==> src/rtl/lift_pkg.sv <==
package lift_pkg;
  typedef enum logic [1:0] {
    MODE_IDLE = 2'd0,
    MODE_UP   = 2'd1,
    MODE_DOWN = 2'd2
  } motor_mode_e;

  function automatic motor_mode_e decode_mode(input logic on, input logic down);
    if (!on)  return MODE_IDLE;
    if (down) return MODE_DOWN;
    return MODE_UP;
  endfunction
endpackage

==> src/rtl/sensor_debounce.sv <==
module sensor_debounce #(
  parameter int DEPTH = 3
) (
  input  logic clk,
  input  logic rst_n,
  input  logic tick,
  input  logic raw,
  output logic clean
);
  logic [DEPTH-1:0] stage_q;
  logic             clean_q;
  logic             all_one;
  logic             all_zero;

  assign all_one  = &stage_q;
  assign all_zero = ~|stage_q;

  always_ff @(posedge clk or negedge rst_n) begin
    if (!rst_n) begin
      stage_q <= '0;
    end else if (tick) begin
      stage_q <= {stage_q[DEPTH-2:0], raw};
    end
  end

  always_ff @(posedge clk or negedge rst_n) begin
    if (!rst_n) begin
      clean_q <= 1'b0;
    end else if (all_one) begin
      clean_q <= 1'b1;
    end else if (all_zero) begin
      clean_q <= 1'b0;
    end
  end

  assign clean = clean_q;

  // mixed stages leave the clean bit untouched
  assert_mixed_hold_R3: assert property (@(posedge clk) disable iff (!rst_n)
    (!all_one && !all_zero) |=> $stable(clean_q));

  // no tick, no sampling
  assert_no_tick_R11: assert property (@(posedge clk) disable iff (!rst_n)
    !tick |=> $stable(stage_q));
endmodule

==> src/rtl/floor_resolver.sv <==
module floor_resolver
  import lift_pkg::*;
#(
  parameter int NUM_SENSORS = 5,
  parameter int FLOOR_W     = $clog2(NUM_SENSORS + 1)
) (
  input  logic                   clk,
  input  logic                   rst_n,
  input  logic [NUM_SENSORS-1:0] clean,
  input  logic                   motor_on,
  input  logic                   motor_down,
  output logic [FLOOR_W-1:0]     floor_num,
  output logic                   at_floor
);
  localparam logic [FLOOR_W-1:0] FLOOR_FIRST = FLOOR_W'(1);
  localparam logic [FLOOR_W-1:0] FLOOR_LAST  = FLOOR_W'(NUM_SENSORS);

  // highest set bit as 1-based floor, 0 when none
  function automatic logic [FLOOR_W-1:0] top_floor(input logic [NUM_SENSORS-1:0] v);
    logic [FLOOR_W-1:0] r;
    r = '0;
    for (int i = 0; i < NUM_SENSORS; i++) if (v[i]) r = FLOOR_W'(i + 1);
    return r;
  endfunction

  // lowest set bit as 1-based floor, 0 when none
  function automatic logic [FLOOR_W-1:0] bottom_floor(input logic [NUM_SENSORS-1:0] v);
    logic [FLOOR_W-1:0] r;
    r = '0;
    for (int i = NUM_SENSORS - 1; i >= 0; i--) if (v[i]) r = FLOOR_W'(i + 1);
    return r;
  endfunction

  function automatic logic bit_of_floor(input logic [NUM_SENSORS-1:0] v,
                                        input logic [FLOOR_W-1:0] f);
    logic r;
    r = 1'b0;
    for (int i = 0; i < NUM_SENSORS; i++) if (f == FLOOR_W'(i + 1)) r = v[i];
    return r;
  endfunction

  motor_mode_e        mode;
  logic [FLOOR_W-1:0] floor_q;
  logic [FLOOR_W-1:0] floor_d;
  logic [FLOOR_W-1:0] up_cand;
  logic [FLOOR_W-1:0] dn_cand;
  logic               blind;
  logic               here_set;
  logic               step_up;
  logic               step_down;

  assign mode     = decode_mode(motor_on, motor_down);
  assign blind    = ~|clean;
  assign up_cand  = top_floor(clean);
  assign dn_cand  = bottom_floor(clean);
  assign here_set = bit_of_floor(clean, floor_q);
  assign step_up   = !blind && (mode == MODE_UP)   && (up_cand > floor_q);
  assign step_down = !blind && (mode == MODE_DOWN) && (dn_cand < floor_q);

  always_comb begin
    floor_d = floor_q;
    if (!blind) begin
      unique case (mode)
        MODE_UP:   if (step_up)   floor_d = up_cand;
        MODE_DOWN: if (step_down) floor_d = dn_cand;
        default:   if (!here_set) floor_d = dn_cand;
      endcase
    end
  end

  always_ff @(posedge clk or negedge rst_n) begin
    if (!rst_n) floor_q <= FLOOR_FIRST;
    else        floor_q <= floor_d;
  end

  assign floor_num = floor_q;
  assign at_floor  = here_set;

  assert_floor_range_R1: assert property (@(posedge clk) disable iff (!rst_n)
    (floor_q >= FLOOR_FIRST) && (floor_q <= FLOOR_LAST));

  assert_blind_hold_R4: assert property (@(posedge clk) disable iff (!rst_n)
    blind |=> $stable(floor_q));

  assert_up_no_drop_R7: assert property (@(posedge clk) disable iff (!rst_n)
    (mode == MODE_UP) |=> (floor_q >= $past(floor_q)));

  assert_down_no_rise_R7: assert property (@(posedge clk) disable iff (!rst_n)
    (mode == MODE_DOWN) |=> (floor_q <= $past(floor_q)));

  assert_step_up_lands_R5: assert property (@(posedge clk) disable iff (!rst_n)
    step_up |=> (floor_q == $past(up_cand)));

  assert_step_down_lands_R6: assert property (@(posedge clk) disable iff (!rst_n)
    step_down |=> (floor_q == $past(dn_cand)));
endmodule

==> src/rtl/lift_floor_tracker.sv <==
module lift_floor_tracker #(
  parameter int NUM_SENSORS = 5,
  parameter int DEB_DEPTH   = 3,
  parameter int FLOOR_W     = $clog2(NUM_SENSORS + 1)
) (
  input  logic                   clk,
  input  logic                   rst_n,
  input  logic                   deb_tick,
  input  logic [NUM_SENSORS-1:0] sensor_raw,
  input  logic                   motor_on,
  input  logic                   motor_down,
  output logic [FLOOR_W-1:0]     floor_num,
  output logic                   at_floor
);
  logic [NUM_SENSORS-1:0] clean_bits;

  for (genvar g = 0; g < NUM_SENSORS; g++) begin : g_deb
    sensor_debounce #(.DEPTH(DEB_DEPTH)) u_deb (
      .clk   (clk),
      .rst_n (rst_n),
      .tick  (deb_tick),
      .raw   (sensor_raw[g]),
      .clean (clean_bits[g])
    );
  end

  floor_resolver #(
    .NUM_SENSORS (NUM_SENSORS),
    .FLOOR_W     (FLOOR_W)
  ) u_res (
    .clk        (clk),
    .rst_n      (rst_n),
    .clean      (clean_bits),
    .motor_on   (motor_on),
    .motor_down (motor_down),
    .floor_num  (floor_num),
    .at_floor   (at_floor)
  );
endmodule

==> config.mk <==
export PLATFORM = sky130hd
export DESIGN_NAME = lift_floor_tracker
export DESIGN_NICKNAME = d
export VERILOG_FILES = /design/src/rtl/lift_pkg.sv /design/src/rtl/sensor_debounce.sv /design/src/rtl/floor_resolver.sv /design/src/rtl/lift_floor_tracker.sv
export SDC_FILE = /design/constraint.sdc
export NUM_CORES = 1
export LEC_CHECK = 0
export ABC_CLOCK_PERIOD_IN_PS = 2330
export BUFFER_PORTS_ARGS = -buffer_cell sky130_fd_sc_hd__clkbuf_2
export CAP_MARGIN = 20
export CORE_MARGIN = 3
export CORE_UTILIZATION = 50
export CTS_BUF_LIST = sky130_fd_sc_hd__clkbuf_4 sky130_fd_sc_hd__clkbuf_8 sky130_fd_sc_hd__clkbuf_16
export CTS_CLUSTER_DIAMETER = 100
export DETAILED_ROUTE_END_ITERATION = 12
export GPL_TIMING_DRIVEN = 0
export PLACE_DENSITY = 0.8
export SYNTH_ARGS = -nofsm -noshare
export SYNTH_HDL_FRONTEND = slang
export SYNTH_SLANG_ARGS = --single-unit
==> constraint.sdc <==
create_clock -name clk -period 2.33 [get_ports clk]
set_input_delay 0.1165 -clock clk [delete_from_list [all_inputs] [get_ports clk]]
set_output_delay 0.1165 -clock clk [all_outputs]
set_load 0.03 [all_outputs]
# Word level (Yosys, flattened, before mapping)
# Cells that the tools add are included.
[word_totals]
in_bits = 10
reg_bits = 23
wordCells = 79
[op_classes]
reduce_logical = 16
order_cmp = 2
muxes = 35
eq_ne = 15
[op_table]
columns = ["cell", "count"]
rows = [
  ["3-bit two-way mux", 10],
  ["1-bit two-way mux", 18],
  ["3-bit AND reduction", 5],
  ["3-bit OR reduction", 5],
  ["2-bit by 1-bit != test with 1-bit output, second input constant", 7],
  ["2-bit two-way mux", 6],
  ["3-bit by 2-bit equality test with 1-bit output, second input constant", 2],
  ["3-bit equality test, second input constant", 2],
  ["3-bit one-hot mux with 2 select lines", 1],
  ["5-bit OR reduction", 1],
  ["1-bit logical AND", 4],
  ["4-bit AND reduction", 1],
  ["3-bit by 1-bit equality test with 1-bit output, second input constant", 1],
  ["3-bit > comparator", 1],
  ["3-bit less-than comparator", 1],
  ["3-bit by 1-bit != test with 1-bit output, second input constant", 1],
  ["2-bit by 1-bit equality test with 1-bit output, second input constant", 1],
  ["2-bit equality test, second input constant", 1],
]

# Longest topological paths before layout
# Gate-level depths: netlist of run 1.
[depth]
word_depth = 9
ltp_mapped = 10
mapped_depth_nobuf = 9

# Hierarchy
# From an unflattened synthesis of run 1, not the netlist that was laid out.
[hier_totals]
hier_cells = 114
hier_area_um2 = 1209.9
[modules_own_cells]
columns = ["mod", "area_per_inst_um2", "n_inst", "seq_area_each_um2", "cells_per_inst"]
rows = [
  ["sensor_debounce", 157.7, 5, 100.1, 12],
  ["floor_resolver", 421.7, 1, 76.3, 54],
]

# Worst setup path before layout of run 1
# OpenSTA, ideal clock, no wires.
[synth_path]
path_kind = "reg-to-reg"
start = "register u_res.floor_q[0] (netlist: u_res.floor_num[0])"
end = "register u_res.floor_q[1] (netlist: u_res.floor_num[1])"
path_stages_with_launch = 5
n_path_buf = 0
slack_ns = 0.007
t_arrival_ns = 2.196
period_less_slack_ns = 2.323
path_cell_list = "dfstp_2 -> mux2i_1 -> o31ai_1 -> a221oi_2 -> mux2_1"
[synth_between]
elab_chain_cells = 8
word_cells_on_any_way = 18
[synth_rtl]
columns = ["element", "line", "rtl"]
rows = [
  ["start: declaration", "floor_resolver.sv:43", "logic [FLOOR_W-1:0] floor_q;"],
  ["start signal: assignment", "floor_resolver.sv:73", "else floor_q <= floor_d;"],
  ["3-bit by 1-bit equality test with 1-bit output", "floor_resolver.sv:38", "for (int i = 0; i < NUM_SENSORS; i++) if (f == FLOOR_W'(i + 1)) r = v[i];"],
  ["1-bit two-way mux (4 in series)", "floor_resolver.sv:38", ""],
  ["1-bit two-way mux (*)", "floor_resolver.sv:38", ""],
  ["net at_floor", "lift_floor_tracker.sv:13", "output logic at_floor"],
  ["3-bit by 1-bit != test with 1-bit output (no line) (*)", "--", ""],
  ["4-bit AND reduction (no line) (*)", "--", ""],
]
# The timed path passes the listed nets; every way through them passes the cells marked *.
# A chain may end at the register's enable or synchronous reset.

# Worst setup path in the final report of run 1
[layout_path]
start = "register g_deb[1].u_deb.clean_q"
end = "register u_res.floor_q[2] (netlist: u_res.floor_num[2])"
[layout_between]
elab_chain_cells = 8
word_cells_on_any_way = 24
[layout_rtl]
columns = ["element", "line", "rtl"]
rows = [
  ["start: declaration", "sensor_debounce.sv:11", "logic clean_q;"],
  ["start signal: assignment", "sensor_debounce.sv:28", "clean_q <= 1'b0;"],
  ["start signal: assignment", "sensor_debounce.sv:30", "clean_q <= 1'b1;"],
  ["start signal: assignment", "sensor_debounce.sv:32", "clean_q <= 1'b0;"],
  ["2-bit two-way mux (2 in series)", "floor_resolver.sv:22", "for (int i = 0; i < NUM_SENSORS; i++) if (v[i]) r = FLOOR_W'(i + 1);"],
  ["3-bit two-way mux (2 in series)", "floor_resolver.sv:22", ""],
  ["3-bit > comparator", "floor_resolver.sv:57", "assign step_up = !blind && (mode == MODE_UP) && (up_cand > floor_q);"],
  ["1-bit logical AND", "floor_resolver.sv:57", ""],
  ["2-bit by 1-bit != test with 1-bit output (no line)", "--", ""],
  ["4-bit AND reduction (no line)", "--", ""],
]
# Several ways; a longest one is shown, not always the timed one. The select of a mux whose other input is x is not followed.

==> results of run 1 <==
==> kinds of logic (layout without fill, tap and decap cells) <==
family                     count (synthesis)  in the layout  synth area share, %
DFF                                       23             23                 48.3
muxes                                     15             15                 14.0
adders and majority gates                  5              5                 5.24
and+or+nand+nor                           29             29                 12.3
AOI/OAI and AO/OA                         32             32                 15.9
buffers and inverters                     13             36                 4.19
==> final cells by class <==
type,instances,share of cell area (%)
multi-input combinational,81,43.4
tap,28,2.44
timing repair buffer,20,8.53
sequential,23,40.6
clock buffer,3,1.57
clock inverter,1,0.348
buffer,2,0.522
inverter,10,2.61
==> through the flow <==
stage	instances	util, %	hold slack, ps
2_1_floorplan	117	-	-179
3_3_place_gp	157	57.7	123
3_5_place_dp	157	57.7	127
4_1_cts	166	63.0	29.6
5_1_grt	168	64.4	28.9
6_report	168	64.4	29.9
==> power by group <==
group,switching (mW),internal (mW),total [mW]
clock network,0.117,0.0641,0.181
logic,0.520,0.469,0.990
registers,0.118,0.514,0.633
total,0.756,1.05,1.80
==> worst max path at each step <==
stage                                     endpoint  slack, ps  depth (start not counted)
CTS                 u_res.floor_num[2]$_DFFE_PN0P_         20                          7
global placement    u_res.floor_num[2]$_DFFE_PN0P_       -120                          9
detailed placement  u_res.floor_num[2]$_DFFE_PN0P_       -200                          9
floorplan           u_res.floor_num[1]$_DFFE_PN0P_          7                          4
finish              u_res.floor_num[2]$_DFFE_PN0P_         20                          7
global route        u_res.floor_num[2]$_DFFE_PN0P_        -50                          9
==> Yosys cell counts <==
cell type,instances
dfrtp_1,22
o21ai_0,16
inv_1,10
mux2_2,10
nor2_1,10
a21oi_1,8
nand2_1,7
ha_1,5
mux2_1,4
nand2b_1,3
nor2b_1,3
clkbuf_1,2
a211oi_1,1
a21o_1,1
a221oi_1,1
a221oi_2,1
a31oi_1,1
and4bb_2,1
clkbuf_2,1
dfstp_2,1
mux2i_1,1
nand3_1,1
nand4b_1,1
nor3_1,1
nor3b_1,1
o311ai_1,1
o31a_1,1
o31ai_1,1
or3_1,1
==> what timing repair did <==
item | in CTS | in global routing
setup endpoints to repair | 3 | 3
pin swaps | 2 | 3
hold buffers | 1 | 0
endpoints found under the hold margin | 22 | 0
setup buffers | 5 | 2
cloned | 0 | 0
gates resized for setup | 13 | 6
==> cells in the final DEF, fill, tap and decap left out, types with 3 or more instances in the layout <==
cell / count
nor2b_1: 3
clkbuf_2: 12
clkbuf_4: 3
buf_4: 7
inv_1: 9
a21oi_1: 7
nor2_1: 6
o21ai_0: 15
nand2_1: 7
dfrtp_1: 17
dfrtp_2: 5
ha_1: 5
nor2_2: 3
mux2_2: 10
==> critical path: stages, from the launching register on <==
cell and delay [ps]:
dfrtp_2 460, or3_4 390, nor2_2 100, ha_1 260, o311ai_2 90, nand4b_1 210
a221oi_4 360, mux2_4 340
==> metal layers <==
metal / track usage, % / vias up / part of all wire [%]
li1: - / 460 / -
met1: 19.8 / 457 / 40
met2: 33.9 / 22 / 53
met3: 2.45 / 7 / 3.9
met4: 11.6 / 0 / 2.3
met5: 0 / - / 0
==> registers in the layout, summed over array words and instances, names as in the netlist <==
signal and cells:
g_deb.u_deb.stage_q 15, g_deb.u_deb.clean 5, u_res.floor_num 3
==> reports/qor.txt, run 1 <==
Starting Density: 53.4%
Die ar.: 3010 um2
Reg2Reg Setup Slack: 20 ps
Hold Startpoint: sensor_raw[1]
Top cells by area, synth: dfrtp_1, mux2_2, o21ai_0
Worst skew pair latency: 310 ps
Multi-input gate area: 624 um2
Number of nets in the layout: 156
Critical Path Start Type: flip-flop
Final setup fails: 0
CP Capture Type: flip-flop
Power Dens Cells: 1250 nW/um2
Die X: 54.9 um
Synth Register Bits: 23
Layout cells sized above 1: 37.1%
Setup TNS: 0 ps
WHS Path Cells: 2
Post-DP HPWL: 1.70 mm
Cell area after layout: 1440 um2
Sequential area share after synthesis: 48.3%
Register area: 583 um2
TritonRoute pass-1 iters: 4
Final WL: 2.53 mm
CTS Buf Count: 3
Vias per cell: 5.63
Top Ports: 14
Bufs on Longest Clock Path: 2
Final Power: 1.80 mW
Clk_skew: 4.83 ps
Reg2reg end: u_res.floor_num[2]$_DFFE_PN0P_
Starting DRC count in detailed routing: 18
PnR worst setup slack: 17.4 ps
Tightest Pin Transition: 557 ps
Post-synthesis cell type count: 29
Final hold vios: 0
RSZ-0062 raised after global routing: yes
CTS tree: built
Mapped Cells: 117
Hold/Removal Path Class: input pin to flip-flop
DR DRC count: 0
Critical Path AT: 2520 ps
Die height: 54.9 um
Max Cap Viol: 0
Setup Crit Path Kind: flip-flop to flip-flop
Max VDD drop: 0.000733 V
Synth top area share: 46.1%
GPL Wtd Cong: 0.766
Core area: 2230 um2
Syn Nets: 132
Reg-to-reg startpoint: g_deb[1].u_deb.clean$_DFFE_PN0P_
Number of fill cells: 188
Via count: 946
CTS Sinks: 23
Clk root buf: clkbuf_4
Slew headroom: 62.9%
IO buf count: 12
Wire length per cell after detailed routing: 15.1 um
Period minus WS final: 2310 ps
Setup WS pre-CTS: -202 ps
Worst Path Max Fanout: 5
Min-Delay Endpoint: g_deb[1].u_deb.stage_q[0]$_DFFE_PN0P_
F_max: 0.432 GHz
Post-route ant nets: 0
Leakage: 0.654 nW
Area leader, netlist: dfrtp_1
Placed cell area: 1290 um2
Clock slew at reported path FFs: 120 ps
Initial antenna violation count: 0
Worst reg2reg path depth: 7
H-tree depth: 1
# rows: 17
YS warnings: 0
Area grow syn2layout: 20.4%
Pin count of the biggest net entering global routing: 24
Vias in the first global route: 919
Global-route wire length before repair: 3.84 mm
ANT cells: 0
Fin crit share: 99.3%
Mean Syn Cell Area: 10.2 um2
Worst EP required: 2540 ps
Outcome: finished, final reports clean
Crit path launch: g_deb[1].u_deb.clean$_DFFE_PN0P_
Slew Limit Fails: 0
GRT overflow: 0
Syn Std Cell Area: 1190 um2
GRT Overall Usage: 18.6%
Power figures use the tool's default switching activity.
==> inputs of run 2 (changes only) <==
--- a/config.mk
+++ b/config.mk
@@ -14,7 +14,7 @@
 export CTS_CLUSTER_DIAMETER = 100
 export DETAILED_ROUTE_END_ITERATION = 12
 export GPL_TIMING_DRIVEN = 0
-export PLACE_DENSITY = 0.8
+export PLACE_DENSITY_LB_ADDON = 0.08
 export SYNTH_ARGS = -nofsm -noshare
 export SYNTH_HDL_FRONTEND = slang
 export SYNTH_SLANG_ARGS = --single-unit
==> run 2 against run 1 <==
Compared with the run above:
- clock-buffer cell count stayed put
- routed wire length fell by 1.9%
- sequential power grew 1%
- highest routed layer unchanged
- register-to-register slack about the same
- via count rose by 1.2%
- worst hold slack improved by 11 ps
- first-iteration DRC count up 28%
- critical path depth is the same
- largest power group unchanged
- core utilization up 1.3 points
==> reports/qor.txt, run 2 (synthesized netlist as in run 1, its figures left out) <==
Outcome: finished, final reports clean
Final setup fails: 0 (unchanged)
WHS Path Cells: 2 (unchanged)
Initial antenna violation count: 0 (unchanged)
Pin count of the biggest net entering global routing: 24 (unchanged)
Clk_skew: 3.00 ps (-1.83 ps)
Worst EP required: 2530 ps (about the same)
Worst Path Max Fanout: 6 (+1)
WL met3: 81 um (-18%)
Leakage: 0.673 nW (+2.9%)
Top Ports: 14 (unchanged)
Pint: 1.08 mW (+3.3%)
Hold/Removal Path Class: input pin to flip-flop
Bufs on Longest Clock Path: 2 (unchanged)
Most common cell after layout, fill and taps aside: dfrtp_1
Setup Crit Path Kind: flip-flop to flip-flop
Number of fill cells: 183 (-2.7%)
Die ar.: 3010 um2 (unchanged)
GRT overflow: 0 (unchanged)
Die height: 54.9 um (unchanged)
CP Capture Type: flip-flop
TritonRoute pass-1 iters: 4 (unchanged)
Non-filler cells, final: 172 (+2.4%)
Reg-to-reg startpoint: g_deb[1].u_deb.clean$_DFFE_PN0P_
Vias per cell: 5.56 (-1.2%)
DR DRC count: 0 (unchanged)
Starting Density: 53.4% (unchanged)
Min-Delay Endpoint: g_deb[1].u_deb.stage_q[0]$_DFFE_PN0P_
Starting DRC count in detailed routing: 23 (+5)
Max Cap Viol: 0 (unchanged)
DR top layer: met4
Net Sw Frac: 41.2% (-0.71 points)
Period minus WS final: 2320 ps (+8.99 ps)
Tightest Pin Transition: 553 ps (-3.47 ps)
Most frequent cells in the layout: dfrtp_1, o21ai_0, clkbuf_2
Critical Path Start Type: flip-flop
Hold Startpoint: sensor_raw[1]
Most flop-heavy register: g_deb.u_deb.stage_q
Core area: 2230 um2 (unchanged)
Die X: 54.9 um (unchanged)
Net Sw Power: 0.758 mW (+0.34%)
Layout cells sized above 1: 38.2% (+1.1 points)
Area grow syn2layout: 23.0%
Worst reg2reg path depth: 7 (unchanged)
Number of nets in the layout: 160 (+2.6%)
Gate power share: 55.6% (+0.7 points)
Reg2reg end: u_res.floor_num[1]$_DFFE_PN0P_
Cell area after layout: 1470 um2 (+2.1%)
GRT Overall Usage: 18.2% (-0.39 points)
Final hold vios: 0 (unchanged)
CP bufs+invs: 0 (unchanged)
CTS tree: built
Met1 WL: 1.10 mm (+7.8%)
Vias in the first global route: 898 (-2.3%)
Placed Cells: 157 (unchanged)
Post-route ant nets: 0 (unchanged)
Hold WS: 41.0 ps (+11.1 ps)
Placed cell area: 1290 um2 (unchanged)
Clk root buf: clkbuf_4
Crit-path cells: or3_4 > nor2_2 > ha_1 > o311ai_2 > nand4b_1 > a221oi_4 > mux2_4
Post-DP HPWL: 1.65 mm (-2.7%)
GPL Wtd Cong: 0.764 (-0.23%)
Critical Path AT: 2520 ps (about the same)
CTS Sinks: 23 (unchanged)
Max FFs per register: 15 (unchanged)
H-tree depth: 1 (unchanged)
Power Dens Cells: 1250 nW/um2 (about the same)
Max VDD drop: 0.000648 V (-12%)
Max stage delay cell, worst path: dfrtp_2
Wire length per cell after detailed routing: 14.4 um (-4.2%)
Final WL: 2.48 mm (-1.9%)
Via count: 957 (+1.2%)
ANT cells: 0 (unchanged)
Slew Limit Fails: 0 (unchanged)
IO buf count: 12 (unchanged)
Clock slew at reported path FFs: 120 ps (about the same)
CTS Buf Count: 3 (unchanged)
RSZ-0062 raised after global routing: yes
Crit path launch: g_deb[1].u_deb.clean$_DFFE_PN0P_
Worst skew pair latency: 300 ps (about the same)
Reg power frac: 34.9% (-0.2 points)
Fin crit share: 99.6% (+0.39 points)
Reg2Reg Setup Slack: 8 ps (about the same)
Top delay family on crit path: simple AND/OR/NAND/NOR gates
Slew headroom: 63.1% (+0.23 points)
Global-route wire length before repair: 3.91 mm (+1.8%)
# rows: 17 (unchanged)
Clock network power share: 9.5% (-0.5 points)
CP max stage delay: 470 ps (about the same)
Setup TNS: 0 ps (unchanged)
Final Power: 1.84 mW (+2.1%)
F_max: 0.431 GHz (-0.39%)
WL met2: 1.24 mm (-8.5%)
## run 2: cell types whose count changed in the layout (fill, tap and decap cells not counted)
| cell | delta |
|---|---|
| buf_4 | +4 |
| inv_1 | +1 |
| inv_2 | -1 |
## run 2: stage by stage
stage	worst slack, ps	util [%]
after floorplan	6.88	-
after global placement	-122	57.7
after detailed placement	-166	57.7
after CTS	0.492	64.8
after global routing	-86.6	65.7
final	8.40	65.7
## run 2: worst register-to-register path: stages (launching register included)
cell,delay (ps)
dfrtp_2,470
or3_4,410
nor2_2,110
ha_1,260
o311ai_2,80
nand4b_1,200
a221oi_4,350
mux2_4,340
## run 2: worst max-delay path by stage
stage               depth (start not counted)                             end  slack, ps
global placement                           10  u_res.floor_num[1]$_DFFE_PN0P_       -120
finish                                      7  u_res.floor_num[1]$_DFFE_PN0P_          8
floorplan                                   4  u_res.floor_num[1]$_DFFE_PN0P_          7
global route                                9  u_res.floor_num[1]$_DFFE_PN0P_        -90
detailed placement                          9  u_res.floor_num[1]$_DFFE_PN0P_       -170
CTS                                         7  u_res.floor_num[1]$_DFFE_PN0P_        0.5
## run 2: final cells by class
type | count | area, um2 | area share, %
Buffer | 2 | 7.51 | 0.512
Timing Repair Buffer | 24 | 153 | 10.4
Multi-Input combinational cell | 81 | 624 | 42.5
Tap cell | 28 | 35.0 | 2.39
Inverter | 10 | 37.5 | 2.56
Clock buffer | 3 | 22.5 | 1.53
Sequential cell | 23 | 583 | 39.7
Clock inverter | 1 | 5.00 | 0.341
## run 2: routing by layer
layer	global-route usage [%]	up-vias
li1	-	469
met1	22.1	458
met2	31.3	22
met3	3.27	8
met4	7.47	0
met5	0	-
## run 2: power groups by stage
stage | clock (mW) | sequential, mW | combinational (mW)
3_5_place_dp | 0 | 0.646 | 0.714
4_1_cts | 0.183 | 0.631 | 0.968
2_1_floorplan | 0 | 0.654 | 0.515
3_3_place_gp | 0 | 0.638 | 0.684
5_1_grt | 0.201 | 0.655 | 1.12
6_report | 0.175 | 0.642 | 1.02
## run 2: what timing repair did
item	in CTS	in global routing
resized for setup	13	5
endpoints found under the setup margin	3	3
pin swaps	8	4
gates cloned	0	0
hold endpoints to repair	22	0
setup buffers	10	1
hold buffers	1	0
